==> src/rtl/i2c_addr_pkg.sv <==
package i2c_addr_pkg;

  typedef enum logic [2:0] {
    PH_IDLE,
    PH_ADDR,
    PH_ACK,
    PH_HOLD,
    PH_SKIP
  } phase_t;

  // strobes from control to datapath
  typedef struct packed {
    logic clearBits;
    logic shiftBit;
    logic latchResult;
  } dpCtrl_t;

  // conditions from datapath to control
  typedef struct packed {
    logic sclRise;
    logic sclFall;
    logic startSeen;
    logic stopSeen;
    logic byteDone;
    logic ownHit;
    logic gcHit;
  } dpStat_t;

endpackage

==> src/rtl/i2c_addr_sync.sv <==
module i2c_addr_sync #(
  parameter int STAGES = 2
) (
  input  logic clk,
  input  logic rstN,
  input  logic din,
  output logic syncOut,
  output logic prevOut
);
  localparam int PIPE_W = STAGES + 1;

  logic [PIPE_W-1:0] pipe;

  always_ff @(posedge clk) begin
    if (!rstN) pipe <= '1;  // idle bus level
    else       pipe <= {pipe[PIPE_W-2:0], din};
  end

  assign syncOut = pipe[STAGES-1];
  assign prevOut = pipe[STAGES];
endmodule

==> src/rtl/i2c_addr_datapath.sv <==
module i2c_addr_datapath
  import i2c_addr_pkg::*;
#(
  parameter int ADDR_W      = 7,
  parameter int SYNC_STAGES = 2
) (
  input  logic              clk,
  input  logic              rstN,
  input  logic              sclIn,
  input  logic              sdaIn,
  input  logic [ADDR_W-1:0] ownAddr,
  input  dpCtrl_t           ctrl,
  output dpStat_t           stat,
  output logic              dirBit,
  output logic              genCallHit
);
  localparam int BYTE_W = ADDR_W + 1;
  localparam int CNT_W  = $clog2(BYTE_W + 1);
  localparam logic [CNT_W-1:0] CNT_FULL = CNT_W'(BYTE_W);
  localparam int LINES  = 2;  // index 0 = SCL, 1 = SDA

  logic [LINES-1:0] lineRaw, lineNow, linePrev;
  assign lineRaw = {sdaIn, sclIn};

  for (genvar g = 0; g < LINES; g++) begin : gSync
    i2c_addr_sync #(.STAGES(SYNC_STAGES)) uSync (
      .clk    (clk),
      .rstN   (rstN),
      .din    (lineRaw[g]),
      .syncOut(lineNow[g]),
      .prevOut(linePrev[g])
    );
  end

  logic sclNow, sclPrev, sdaNow, sdaPrev;
  assign sclNow  = lineNow[0];
  assign sclPrev = linePrev[0];
  assign sdaNow  = lineNow[1];
  assign sdaPrev = linePrev[1];

  logic [BYTE_W-1:0] shiftReg;
  logic [CNT_W-1:0]  bitCnt;
  logic [ADDR_W-1:0] rxAddr;
  logic              rxDir;

  assign rxAddr = shiftReg[BYTE_W-1:1];
  assign rxDir  = shiftReg[0];

  always_ff @(posedge clk) begin
    if (!rstN) begin
      shiftReg <= '0;
      bitCnt   <= '0;
    end else if (ctrl.clearBits) begin
      bitCnt   <= '0;
    end else if (ctrl.shiftBit) begin
      shiftReg <= {shiftReg[BYTE_W-2:0], sdaNow};
      bitCnt   <= bitCnt + 1'b1;
    end
  end

  always_ff @(posedge clk) begin
    if (!rstN) begin
      dirBit     <= 1'b0;
      genCallHit <= 1'b0;
    end else if (ctrl.latchResult) begin
      dirBit     <= rxDir;
      genCallHit <= (rxAddr == '0) && !rxDir;
    end
  end

  always_comb begin
    stat.sclRise   = sclNow && !sclPrev;
    stat.sclFall   = !sclNow && sclPrev;
    stat.startSeen = sclNow && sclPrev && sdaPrev && !sdaNow;
    stat.stopSeen  = sclNow && sclPrev && !sdaPrev && sdaNow;
    stat.byteDone  = (bitCnt == CNT_FULL);
    stat.ownHit    = (rxAddr == ownAddr);
    stat.gcHit     = (rxAddr == '0) && !rxDir;
  end
endmodule

==> src/rtl/i2c_addr_ctrl.sv <==
module i2c_addr_ctrl
  import i2c_addr_pkg::*;
(
  input  logic    clk,
  input  logic    rstN,
  input  dpStat_t stat,
  input  logic    releaseStrobe,
  output dpCtrl_t ctrl,
  output logic    sclDriveLow,
  output logic    sdaDriveLow,
  output logic    irqReq,
  output logic    pendFlag
);
  phase_t phase;
  logic   busEvent, hit, ninthFall;

  assign busEvent  = stat.startSeen || stat.stopSeen;
  assign hit       = stat.ownHit || stat.gcHit;
  assign ninthFall = (phase == PH_ACK) && stat.sclFall && !busEvent;

  always_comb begin
    ctrl.clearBits   = stat.startSeen;
    ctrl.shiftBit    = (phase == PH_ADDR) && stat.sclRise && !stat.byteDone && !busEvent;
    ctrl.latchResult = (phase == PH_ADDR) && stat.sclFall && stat.byteDone && hit && !busEvent;
  end

  always_ff @(posedge clk) begin
    if (!rstN) begin
      phase       <= PH_IDLE;
      sdaDriveLow <= 1'b0;
    end else if (stat.startSeen) begin
      phase       <= PH_ADDR;
      sdaDriveLow <= 1'b0;
    end else if (stat.stopSeen) begin
      phase       <= PH_IDLE;
      sdaDriveLow <= 1'b0;
    end else begin
      unique case (phase)
        PH_ADDR: if (stat.sclFall && stat.byteDone) begin
          if (hit) begin
            phase       <= PH_ACK;
            sdaDriveLow <= 1'b1;
          end else begin
            phase <= PH_SKIP;
          end
        end
        PH_ACK: if (stat.sclFall) begin
          phase       <= PH_HOLD;
          sdaDriveLow <= 1'b0;
        end
        PH_HOLD: if (releaseStrobe) phase <= PH_SKIP;
        default: ;
      endcase
    end
  end

  // pending flag and interrupt: the ninth falling edge wins over a release
  always_ff @(posedge clk) begin
    if (!rstN) begin
      pendFlag <= 1'b1;
      irqReq   <= 1'b0;
    end else if (ninthFall) begin
      pendFlag <= 1'b0;
      irqReq   <= 1'b1;
    end else if (releaseStrobe) begin
      pendFlag <= 1'b1;
      irqReq   <= 1'b0;
    end
  end

  assign sclDriveLow = !pendFlag;
endmodule

==> src/rtl/i2c_addr_target.sv <==
module i2c_addr_target
  import i2c_addr_pkg::*;
#(
  parameter int ADDR_W      = 7,
  parameter int SYNC_STAGES = 2
) (
  input  logic              clk,
  input  logic              rstN,
  input  logic              sclIn,
  input  logic              sdaIn,
  input  logic [ADDR_W-1:0] ownAddr,
  input  logic              releaseStrobe,
  output logic              sclDriveLow,
  output logic              sdaDriveLow,
  output logic              irqReq,
  output logic              pendFlag,
  output logic              dirBit,
  output logic              genCallHit
);
  dpCtrl_t ctrl;
  dpStat_t stat;

  i2c_addr_datapath #(.ADDR_W(ADDR_W), .SYNC_STAGES(SYNC_STAGES)) uDp (
    .clk       (clk),
    .rstN      (rstN),
    .sclIn     (sclIn),
    .sdaIn     (sdaIn),
    .ownAddr   (ownAddr),
    .ctrl      (ctrl),
    .stat      (stat),
    .dirBit    (dirBit),
    .genCallHit(genCallHit)
  );

  i2c_addr_ctrl uCtrl (
    .clk          (clk),
    .rstN         (rstN),
    .stat         (stat),
    .releaseStrobe(releaseStrobe),
    .ctrl         (ctrl),
    .sclDriveLow  (sclDriveLow),
    .sdaDriveLow  (sdaDriveLow),
    .irqReq       (irqReq),
    .pendFlag     (pendFlag)
  );
endmodule

==> config.mk <==
export PLATFORM = sky130hd
export DESIGN_NAME = i2c_addr_target
export DESIGN_NICKNAME = d
export VERILOG_FILES = /design/src/rtl/i2c_addr_pkg.sv /design/src/rtl/i2c_addr_sync.sv /design/src/rtl/i2c_addr_datapath.sv /design/src/rtl/i2c_addr_ctrl.sv /design/src/rtl/i2c_addr_target.sv
export SDC_FILE = /design/constraint.sdc
export NUM_CORES = 1
export LEC_CHECK = 0
export ABC_AREA = 1
export BUFFER_PORTS_ARGS = -buffer_cell sky130_fd_sc_hd__buf_2
export CAP_MARGIN = 25
export CELL_PAD_IN_SITES_DETAIL_PLACEMENT = 0
export CELL_PAD_IN_SITES_GLOBAL_PLACEMENT = 1
export CORE_AREA = 2 2 42 83
export CTS_CLUSTER_SIZE = 40
export DETAILED_ROUTE_END_ITERATION = 10
export DIE_AREA = 0 0 44 85
export GPL_TIMING_DRIVEN = 0
export PLACE_DENSITY_LB_ADDON = 0.1
export SKIP_LAST_GASP = 1
export SLEW_MARGIN = 20
export SYNTH_ARGS = -nofsm -noshare
export SYNTH_HDL_FRONTEND = slang
export SYNTH_SLANG_ARGS = --single-unit
==> constraint.sdc <==
create_clock -name clk -period 2 [get_ports clk]
set_input_delay 0.2 -clock clk [delete_from_list [all_inputs] [get_ports clk]]
set_output_delay 0.2 -clock clk [all_outputs]
set_load 0.01 [all_outputs]
==> flow_metrics.env, run 1 <==
export IMPL_status="finished, final reports clean"
export IMPL_critPathRequiredTime_ns=2.17
export IMPL_worst_slew_pin_slew_ns=0.377
export IMPL_grt_pass1_vias=1102
export IMPL_synth_compound_area_share_pct=13.4
export IMPL_synthXorXnorAreaFrac_pct=0.692
export IMPL_grt_max_degree=16
export IMPL_ys_top_cells_by_area="dfxtp_1 41%, nand2_1 11%, inv_1 9.5%"
export IMPL_rows=29
export IMPL_holdBufCountCts=0
export IMPL_cts_tree="built"
export IMPL_final_area_um2=1460
export IMPL_yosysWarnings=0
export IMPL_reg2reg_slack_ns=0.47
export IMPL_arrival_ns=1.70
export IMPL_p_per_area_nw_per_um2=711
export IMPL_post_route_period_util_pct=76.7
export IMPL_portBuffers=17
export IMPL_die_area_um2=3740
export IMPL_drt_wl_total_um=2580
export IMPL_drv_cap=0
export IMPL_antenna_found_initial=0
export IMPL_nets=216
export IMPL_synthMuxAreaShare_pct=0
export IMPL_fp_dieH_um=85
export IMPL_dpl_cell_area_um2=1390
export IMPL_synth_top_area_cell="dfxtp_1"
export IMPL_htreeDepth=1
export IMPL_crit_type="flip-flop to flip-flop"
export IMPL_n_antenna_cell=0
export IMPL_drt_iter0_drc=11
export IMPL_cts_setup_buffers=0
export IMPL_io_pins=18
export IMPL_cts_sinks=26
export IMPL_clk_transition_reported_paths_ns=0.09
export IMPL_synth_area_um2=1260
export IMPL_slew_headroom_pct=74.8
export IMPL_ys_ff_latch=26
export IMPL_synth_cells=180
export IMPL_syn_num_nets=194
export IMPL_drc=0
export IMPL_die_x_um=44
export IMPL_finalCriticalPeriod_ns=1.53
export IMPL_crit_chain="inv_1 -> ha_1 -> nand3_1 -> nand3_2 -> buf_4 -> o21ai_0 -> a21oi_1"
export IMPL_drt_pass1_iter_count=4
export IMPL_setup_tns_ns=0
export IMPL_synth_simple_area_share_pct=30.3
export IMPL_place_inst=228
export IMPL_endpoint_kind="flip-flop"
export IMPL_netlist_area_leader_share_pct=41.1
export IMPL_core_um2=3120
export IMPL_grt_pass1_wl_um=4370
export IMPL_vias=1127
export IMPL_cpMaxStageDelayCell="dfxtp_1"
export IMPL_gp_congestion=0.798
export IMPL_wl_per_cell_um=11.1
export IMPL_detail_route_antenna_nets=0
export IMPL_track_usage_pct=15.5
export IMPL_finalPower_w=0.00104
export IMPL_drv_slew=0
export IMPL_yosys_area_share_adder_pct=1.98
export IMPL_hold_path_class="input pin to flip-flop"
export IMPL_place_hpwl_um=2110
export IMPL_cp_start_kind="flip-flop"
export IMPL_rsz0062_at_grt="false"
export IMPL_area_delta_synth_final_pct=15.4
export IMPL_ys_seq_area_share_pct=41.1
export IMPL_vias_per_cell=4.86
export IMPL_max_freq_ghz=0.652
export IMPL_start_util_pct=40.5
export IMPL_synth_distinct_cells=26
export IMPL_layout_cells_non_filler=232
export IMPL_synth_avg_cell_area_um2=7.03
export IMPL_cts_root_buf="clkbuf_8"
export IMPL_finClkSkew_ns=0.00456
export IMPL_holdWs_ns=0.104
export IMPL_synth_top_family_by_area="simple AND/OR/NAND/NOR gates"
export IMPL_cts_buffer_depth=2
export IMPL_ir_drop_uv=414
export IMPL_finalSetupViolations=0
export IMPL_gr_total_overflow=0
export IMPL_p_leak_nw=0.684
export IMPL_slowest_delay_ns=0.36
export IMPL_path_max_fanout=10
export IMPL_drive_gt1_share_pct=22.9
export IMPL_clk_latency_ns=0.27
export IMPL_cts_buffers=3
export IMPL_cts_resized_gates=0
export IMPL_hold_viol=0
layer usage:
metal  wire length, µm  vias to the layer above  part of all wire (%)  track usage (%)
met3                48                        5                   1.9             1.28
li1                  -                      596                     -                -
met2              1500                       15                    58             31.4
met1               985                      511                    38             14.2
met5                 0                        -                     0                0
met4                51                        0                   2.0             6.61
sequential cells by signal, indices dropped and copies added, names as in the netlist:
name and cells:
uCtrl.irqReq 1, uCtrl.pendFlag 1, uCtrl.phase 3, uCtrl.sdaDriveLow 1
uDp.bitCnt 4, uDp.dirBit 1, uDp.gSync.uSync.pipe 6, uDp.genCallHit 1
uDp.shiftReg 8
through the flow:
step	utilization, %	setup WS (ns)
after floorplan	-	0.701
after global placement	44.5	0.473
after detailed placement	44.5	0.443
after CTS	46.8	0.426
after global routing	46.8	0.310
final	46.8	0.467
where the power goes:
part	switching [W]	total [W]	internal (W)
Sequential	0.00000405	0.000529	0.000525
Clock	0.000165	0.000433	0.000268
Combinational	0.0000462	0.0000765	0.0000304
Total	0.000215	0.00104	0.000823
worst max-delay path: cells and delay by family, from the launching register on:
kind / cells / cell delay [ns]
simple gates: 2 / 0.32
flops: 1 / 0.36
compound gates: 2 / 0.26
fa+ha+maj: 1 / 0.20
buf+inv: 2 / 0.28
synth_stat cells:
| cell type | instances |
|---|---|
| xor2_1 | 1 |
| clkinv_1 | 1 |
| nor2_4 | 2 |
| nor3_1 | 3 |
| nor3_2 | 1 |
| nor2_1 | 10 |
| dfxtp_1 | 26 |
| o21bai_4 | 1 |
| inv_2 | 5 |
| nor3b_1 | 1 |
| nand4_1 | 1 |
| nand2_2 | 6 |
| nand3_1 | 10 |
| buf_2 | 1 |
| o21ai_0 | 7 |
| a21oi_1 | 18 |
| o21ai_1 | 5 |
| nand2_1 | 36 |
| buf_4 | 1 |
| nand3_2 | 1 |
| inv_1 | 32 |
| nand3b_1 | 1 |
| clkbuf_1 | 1 |
| nor2_2 | 3 |
| or2_2 | 4 |
| ha_1 | 2 |
area by class of cell:
class                           instances  area (µm²)
Buffer                                  3        16.3
Tap cell                               31        38.8
Multi-Input combinational cell        113         586
Inverter                               38         143
Sequential cell                        26         520
Clock buffer                            3        41.3
Timing Repair Buffer                   17        85.1
Fill cell                             331        1660
Clock inverter                          1        30.0
path summary, 6_finish.rpt:
kind | startpoint | endpoint | cells after the start
setup reg to reg | uDp.bitCnt[0] | uDp.shiftReg[5] | 7
setup / recovery | uDp.bitCnt[0] | uDp.shiftReg[5] | 7
hold reg to reg | uDp.gSync[0].uSync.pipe[0] | uDp.gSync[0].uSync.pipe[1] | 1
hold / removal | sclIn | uDp.gSync[0].uSync.pipe[0] | 2
kinds of logic after synthesis:
group | count (synthesis)
buf+inv | 41
compound gates | 31
fa+ha+maj | 2
flops | 26
xor+xnor | 1
simple gates | 79
cells in the final DEF, fill, tap and decap left out:
cell / Yosys / final
a21oi_1: 18 / 18
buf_2: 1 / 18
buf_4: 1 / 1
bufinv_16: 0 / 1
clkbuf_1: 1 / 1
clkbuf_8: 0 / 3
clkinv_1: 1 / 1
dfxtp_1: 26 / 26
ha_1: 2 / 2
inv_1: 32 / 32
inv_2: 5 / 5
nand2_1: 36 / 36
nand2_2: 6 / 6
nand3_1: 10 / 10
nand3_2: 1 / 1
nand3b_1: 1 / 1
nand4_1: 1 / 1
nor2_1: 10 / 10
nor2_2: 3 / 3
nor2_4: 2 / 2
nor3_1: 3 / 3
nor3_2: 1 / 1
nor3b_1: 1 / 1
o21ai_0: 7 / 7
o21ai_1: 5 / 5
o21bai_4: 1 / 1
or2_2: 4 / 4
xor2_1: 1 / 1
(Power assumes the default switching activity.)
==> run 2: changes to the inputs <==
--- a/config.mk
+++ b/config.mk
@@ -10,10 +10,10 @@
 export CAP_MARGIN = 25
 export CELL_PAD_IN_SITES_DETAIL_PLACEMENT = 0
 export CELL_PAD_IN_SITES_GLOBAL_PLACEMENT = 1
-export CORE_AREA = 2 2 42 83
+export CORE_AREA = 2 2 44 86
 export CTS_CLUSTER_SIZE = 40
 export DETAILED_ROUTE_END_ITERATION = 10
-export DIE_AREA = 0 0 44 85
+export DIE_AREA = 0 0 46 88
 export GPL_TIMING_DRIVEN = 0
 export PLACE_DENSITY_LB_ADDON = 0.1
 export SKIP_LAST_GASP = 1
==> constraint.sdc (replaced) <==
create_clock -name clk -period 1.6 [get_ports clk]
set_input_delay 0.16 -clock clk [delete_from_list [all_inputs] [get_ports clk]]
set_output_delay 0.16 -clock clk [all_outputs]
set_load 0.01 [all_outputs]
==> flow_metrics.env, run 2 (same netlist as run 1, synthesis figures left out) <==
export IMPL_arrival_ns=1.65
export IMPL_status="finished, final reports clean"
export IMPL_grt_use_met3_pct=1.86
export IMPL_r2r_end="uDp.shiftReg[7]"
export IMPL_p_comb_share_pct=8.5
export IMPL_clock_power_share_pct=32.2
export IMPL_vias=1136
export IMPL_min_to="uDp.gSync[1].uSync.pipe[0]"
export IMPL_grt_max_degree=14
export IMPL_path_max_fanout=10
export IMPL_worst_slew_pin_slew_ns=0.368
export IMPL_wl_per_cell_um=11.2
export IMPL_cts_buffers=3
export IMPL_cts_tree="built"
export IMPL_track_usage_pct=15.1
export IMPL_gr_total_overflow=0
export IMPL_core_um2=3380
export IMPL_vias_per_cell=4.90
export IMPL_htreeDepth=1
export IMPL_drt_pass1_iter_count=4
export IMPL_holdBufCountCts=0
export IMPL_place_hpwl_um=2140
export IMPL_grt_pass1_wl_um=4470
export IMPL_busiest_layer="met2"
export IMPL_area_delta_synth_final_pct=13.6
export IMPL_layout_cells_non_filler=232
export IMPL_io_pins=18
export IMPL_antenna_found_initial=0
export IMPL_dp_slack_ns=0.0307
export IMPL_setup_tns_ns=0
export IMPL_rsz0062_at_grt="false"
export IMPL_ir_drop_uv=644
export IMPL_clk_transition_reported_paths_ns=0.08
export IMPL_nFillCells=385
export IMPL_reg_largest_list="uDp.shiftReg x8, uDp.gSync.uSync.pipe x6, uDp.bitCnt x4"
export IMPL_largest_reg_flops=8
export IMPL_timing_rr_start="uDp.bitCnt[0]"
export IMPL_cts_buffer_depth=2
export IMPL_drv_slew=0
export IMPL_p_per_area_nw_per_um2=777
export IMPL_swShare_pct=22.7
export IMPL_cts_setup_buffers=0
export IMPL_endpoint_kind="flip-flop"
export IMPL_met1_usage_pct=14.6
export IMPL_nets=216
export IMPL_layout_common_cells="36 x nand2_1, 32 x inv_1, 26 x dfxtp_1, 18 x a21oi_1, 18 x buf_2"
export IMPL_cts_root_buf="clkbuf_8"
export IMPL_crit_type="flip-flop to flip-flop"
export IMPL_drive_gt1_share_pct=23.0
export IMPL_detail_route_antenna_nets=0
export IMPL_n_antenna_cell=0
export IMPL_drv_cap=0
export IMPL_hold_viol=0
export IMPL_fp_dieH_um=88
export IMPL_cts_sinks=26
export IMPL_drt_iter0_drc=15
export IMPL_die_area_um2=4050
export IMPL_drt_wl_total_um=2600
export IMPL_worstHoldStart="sdaIn"
export IMPL_hold_path_class="input pin to flip-flop"
export IMPL_portBuffers=17
export IMPL_gp_congestion=0.806
export IMPL_place_inst=229
export IMPL_slew_headroom_pct=75.5
export IMPL_drc=0
export IMPL_post_route_period_util_pct=93.6
export IMPL_hold_path_depth=2
export IMPL_start_util_pct=37.4
export IMPL_cp_start_kind="flip-flop"
export IMPL_clk_latency_ns=0.26
export IMPL_utilization_pct=42.5
export IMPL_p_leak_nw=0.670
export IMPL_p_switching_w=0.000254
export IMPL_seq_power_share_pct=59.2
export IMPL_die_x_um=46
export IMPL_setup_slack_ns=0.102
export IMPL_regMostFlops="uDp.shiftReg"
export IMPL_finalCriticalPeriod_ns=1.50
export IMPL_critPathRequiredTime_ns=1.75
export IMPL_rr_worst_depth=7
export IMPL_final_common_cell="nand2_1"
export IMPL_max_freq_ghz=0.668
export IMPL_finalSetupViolations=0
export IMPL_met2_usage_pct=29.7
export IMPL_reg2reg_slack_ns=0.10
export IMPL_internal_power_w=0.000862
export IMPL_rows=30
export IMPL_finClkSkew_ns=0.00292
export IMPL_grt_pass1_vias=1120
==> run 2: cell types whose count changed in the layout (fill, tap and decap cells not counted), sizes merged <==
cell | previous run | this run
bufinv | 1 | 0
==> run 2: per-stage QoR <==
| step | area (µm²) | hold WS [ns] | power, W |
|---|---|---|---|
| 3_3_place_gp | 1390 | 0.349 | 0.000772 |
| 4_1_cts | 1430 | 0.0684 | 0.00114 |
| 3_5_place_dp | 1390 | 0.349 | 0.000774 |
| 2_1_floorplan | 1260 | 0.267 | 0.000741 |
| 6_report | 1440 | 0.0760 | 0.00112 |
| 5_1_grt | 1440 | 0.0644 | 0.00118 |
==> run 2: layer usage <==
metal / vias up / wire length, µm
met5: - / 0
met4: 0 / 49
met3: 5 / 50
met2: 17 / 1490
met1: 518 / 1010
li1: 596 / -
==> run 2: power groups by stage <==
stage	combinational (W)	sequential, W	clock [W]
2_1_floorplan	0.0000649	0.000676	0
3_3_place_gp	0.0000955	0.000676	0
3_5_place_dp	0.0000974	0.000677	0
4_1_cts	0.0000979	0.000662	0.000383
5_1_grt	0.000110	0.000663	0.000402
6_report	0.0000953	0.000661	0.000360
==> run 2: layout make-up <==
cell class / instances / area (µm²) / share of cell area, %
repair buffers: 17 / 85.1 / 5.92
flip-flops and latches: 26 / 520 / 36.2
multi-input cells: 113 / 591 / 41.1
clock buffers: 3 / 41.3 / 2.87
inverters: 38 / 143 / 9.93
plain buffers: 3 / 16.3 / 1.13
well taps: 32 / 40.0 / 2.79
==> run 2: worst max-delay path by stage <==
stage                             start               to  slack (ns)
after detailed placement  uDp.bitCnt[0]  uDp.shiftReg[7]        0.03
after floorplan           uDp.bitCnt[0]  uDp.shiftReg[3]        0.30
final                     uDp.bitCnt[0]  uDp.shiftReg[7]        0.10
after global routing      uDp.bitCnt[0]  uDp.shiftReg[6]        0.01
after global placement    uDp.bitCnt[0]  uDp.shiftReg[7]        0.04
after CTS                 uDp.bitCnt[0]  uDp.shiftReg[7]        0.01
==> run 2: worst max-delay path: stages (launching register included) <==
cell and delay [ns]:
dfxtp_1 0.36, inv_1 0.08, ha_1 0.21, nand3_2 0.11
nand3_2 0.14, buf_4 0.20, o21ai_0 0.22, a21oi_1 0.07
==> run 2: timing repair <==
item / CTS / global route
endpoints found under the hold margin: 0 / 0
setup endpoints to repair: 0 / 8
resized for setup: 0 / 1
==> run 3: changes to the inputs <==
--- a/config.mk
+++ b/config.mk
@@ -16,6 +16,7 @@
 export DIE_AREA = 0 0 46 88
 export GPL_TIMING_DRIVEN = 0
 export PLACE_DENSITY_LB_ADDON = 0.1
+export RECOVER_POWER = 25
 export SKIP_LAST_GASP = 1
 export SLEW_MARGIN = 20
 export SYNTH_ARGS = -nofsm -noshare
==> flow_metrics.env, run 3 (same netlist as run 1, synthesis figures left out) <==
export IMPL_status="finished, final reports clean"
export IMPL_die_x_um=46
export IMPL_layout_cells_non_filler=232
export IMPL_slowest_delay_ns=0.36
export IMPL_dp_slack_ns=0.0307
export IMPL_ir_drop_uv=644
export IMPL_die_area_um2=4050
export IMPL_slew_headroom_pct=75.4
export IMPL_vias_per_cell=4.88
export IMPL_drt_pass1_iter_count=4
export IMPL_finalSetupViolations=0
export IMPL_cts_resized_gates=0
export IMPL_cts_sinks=26
export IMPL_cts_root_buf="clkbuf_8"
export IMPL_multi_input_area_um2=591
export IMPL_drv_cap=0
export IMPL_utilization_pct=42.4
export IMPL_max_freq_ghz=0.669
export IMPL_drt_iter0_drc=15
export IMPL_wl_per_cell_um=11.2
export IMPL_p_leak_nw=0.659
export IMPL_hold_viol=0
export IMPL_endpoint_kind="flip-flop"
export IMPL_gp_congestion=0.806
export IMPL_cts_buffer_depth=2
export IMPL_vias=1132
export IMPL_final_area_um2=1430
export IMPL_htreeDepth=1
export IMPL_p_switching_w=0.000254
export IMPL_reg2reg_slack_ns=0.11
export IMPL_p_comb_share_pct=8.5
export IMPL_place_inst=229
export IMPL_rows=30
export IMPL_critPathRequiredTime_ns=1.76
export IMPL_grt_pass1_vias=1120
export IMPL_detail_route_antenna_nets=0
export IMPL_drc=0
export IMPL_crit_type="flip-flop to flip-flop"
export IMPL_finalCriticalPeriod_ns=1.49
export IMPL_place_hpwl_um=2140
export IMPL_clock_power_share_pct=32.2
export IMPL_drt_wl_total_um=2600
export IMPL_p_per_area_nw_per_um2=779
export IMPL_fp_dieH_um=88
export IMPL_layout_common_cells="36 x nand2_1, 32 x inv_1, 26 x dfxtp_1, 18 x a21oi_1, 15 x buf_2"
export IMPL_worst_slew_pin_slew_ns=0.369
export IMPL_path_max_fanout=10
export IMPL_timing_rr_start="uDp.bitCnt[0]"
export IMPL_drive_gt1_share_pct=21.5
export IMPL_antenna_found_initial=0
export IMPL_area_delta_synth_final_pct=13.3
export IMPL_grt_pass1_wl_um=4470
export IMPL_largest_reg_flops=8
export IMPL_seq_power_share_pct=59.3
export IMPL_cpMostUsedCell="nand3_2"
export IMPL_drv_slew=0
export IMPL_setup_slack_ns=0.106
export IMPL_io_pins=18
export IMPL_hold_path_class="input pin to flip-flop"
export IMPL_setup_tns_ns=0
export IMPL_clk_transition_reported_paths_ns=0.08
export IMPL_swShare_pct=22.8
export IMPL_regMostFlops="uDp.shiftReg"
export IMPL_nets=216
export IMPL_track_usage_pct=15.1
export IMPL_n_antenna_cell=0
export IMPL_r2r_end="uDp.shiftReg[7]"
export IMPL_arrival_ns=1.65
export IMPL_reg_largest_list="uDp.shiftReg x8, uDp.gSync.uSync.pipe x6, uDp.bitCnt x4"
export IMPL_gr_total_overflow=0
export IMPL_post_route_period_util_pct=93.4
export IMPL_cts_buffers=3
export IMPL_start_util_pct=37.4
export IMPL_holdBufCountCts=0
export IMPL_crit_chain="inv_1 -> ha_1 -> nand3_2 -> nand3_2 -> buf_4 -> o21ai_0 -> a21oi_1"
export IMPL_critical_path_endpoint="uDp.shiftReg[7]"
export IMPL_final_common_cell="nand2_1"
export IMPL_nFillCells=385
export IMPL_portBuffers=17
export IMPL_cts_setup_buffers=0
export IMPL_finClkSkew_ns=0.00287
export IMPL_rsz0062_at_grt="false"
export IMPL_seqCellArea_um2=520
export IMPL_cts_tree="built"
export IMPL_core_um2=3380
export IMPL_grt_max_degree=14
export IMPL_dpl_cell_area_um2=1390
export IMPL_cpMaxStageDelayCell="dfxtp_1"
export IMPL_clk_latency_ns=0.26
export IMPL_crit_start="uDp.bitCnt[0]"
export IMPL_internal_power_w=0.000862
export IMPL_cp_start_kind="flip-flop"
export IMPL_rr_worst_depth=7
run 3: changes by cell type in the layout (fill, tap and decap cells not counted), sizes merged:
| cell | previous run | this run |
|---|---|---|
| clkbuf | 4 | 7 |
| buf | 19 | 16 |
run 3: worst min-delay path by stage:
stage | from | to | slack, ns | depth (start not counted)
after global routing | sdaIn | uDp.gSync[1].uSync.pipe[0] | 0.06 | 2
after detailed placement | sdaIn | uDp.gSync[1].uSync.pipe[0] | 0.35 | 2
after floorplan | sclIn | uDp.gSync[0].uSync.pipe[0] | 0.27 | 1
after global placement | sclIn | uDp.gSync[0].uSync.pipe[0] | 0.35 | 2
final | sdaIn | uDp.gSync[1].uSync.pipe[0] | 0.08 | 2
after CTS | sdaIn | uDp.gSync[1].uSync.pipe[0] | 0.07 | 2
run 3: worst max-delay path, delay by kind of cell (launching register included):
kind	cells	cell delay [ns]
flip-flops	1	0.36
AO/OA/AOI/OAI	2	0.28
adder cells (fa/ha/maj)	1	0.21
AND/OR/NAND/NOR	2	0.25
buffers and inverters	2	0.28
run 3: area by class of cell:
type | count | area share (%)
buffer | 3 | 1.14
clock buffer | 3 | 2.88
inverter | 38 | 9.96
multi-input combinational | 113 | 41.2
sequential | 26 | 36.3
tap | 32 | 2.79
timing repair buffer | 17 | 5.68
run 3: metal layers:
metal | vias to the layer above | share of wire, % | global-route usage, % | wire (µm)
li1 | 596 | - | - | -
met1 | 516 | 39 | 14.6 | 1010
met2 | 15 | 57 | 29.7 | 1490
met4 | 0 | 1.9 | 5.45 | 49
met3 | 5 | 1.9 | 1.86 | 50
met5 | - | 0 | 0 | 0
run 3: power by group through the flow:
stage | clock network (W) | registers [W] | logic [W]
detailed placement | 0 | 0.000677 | 0.0000974
floorplan | 0 | 0.000676 | 0.0000649
global route | 0.000402 | 0.000663 | 0.000110
CTS | 0.000383 | 0.000662 | 0.0000979
finish | 0.000360 | 0.000661 | 0.0000949
global placement | 0 | 0.000676 | 0.0000955
run 3: stage by stage:
stage / total power [W] / hold WS, ns
after global placement: 0.000772 / 0.349
final: 0.00112 / 0.0760
after floorplan: 0.000741 / 0.267
after CTS: 0.00114 / 0.0684
after detailed placement: 0.000774 / 0.349
after global routing: 0.00117 / 0.0644
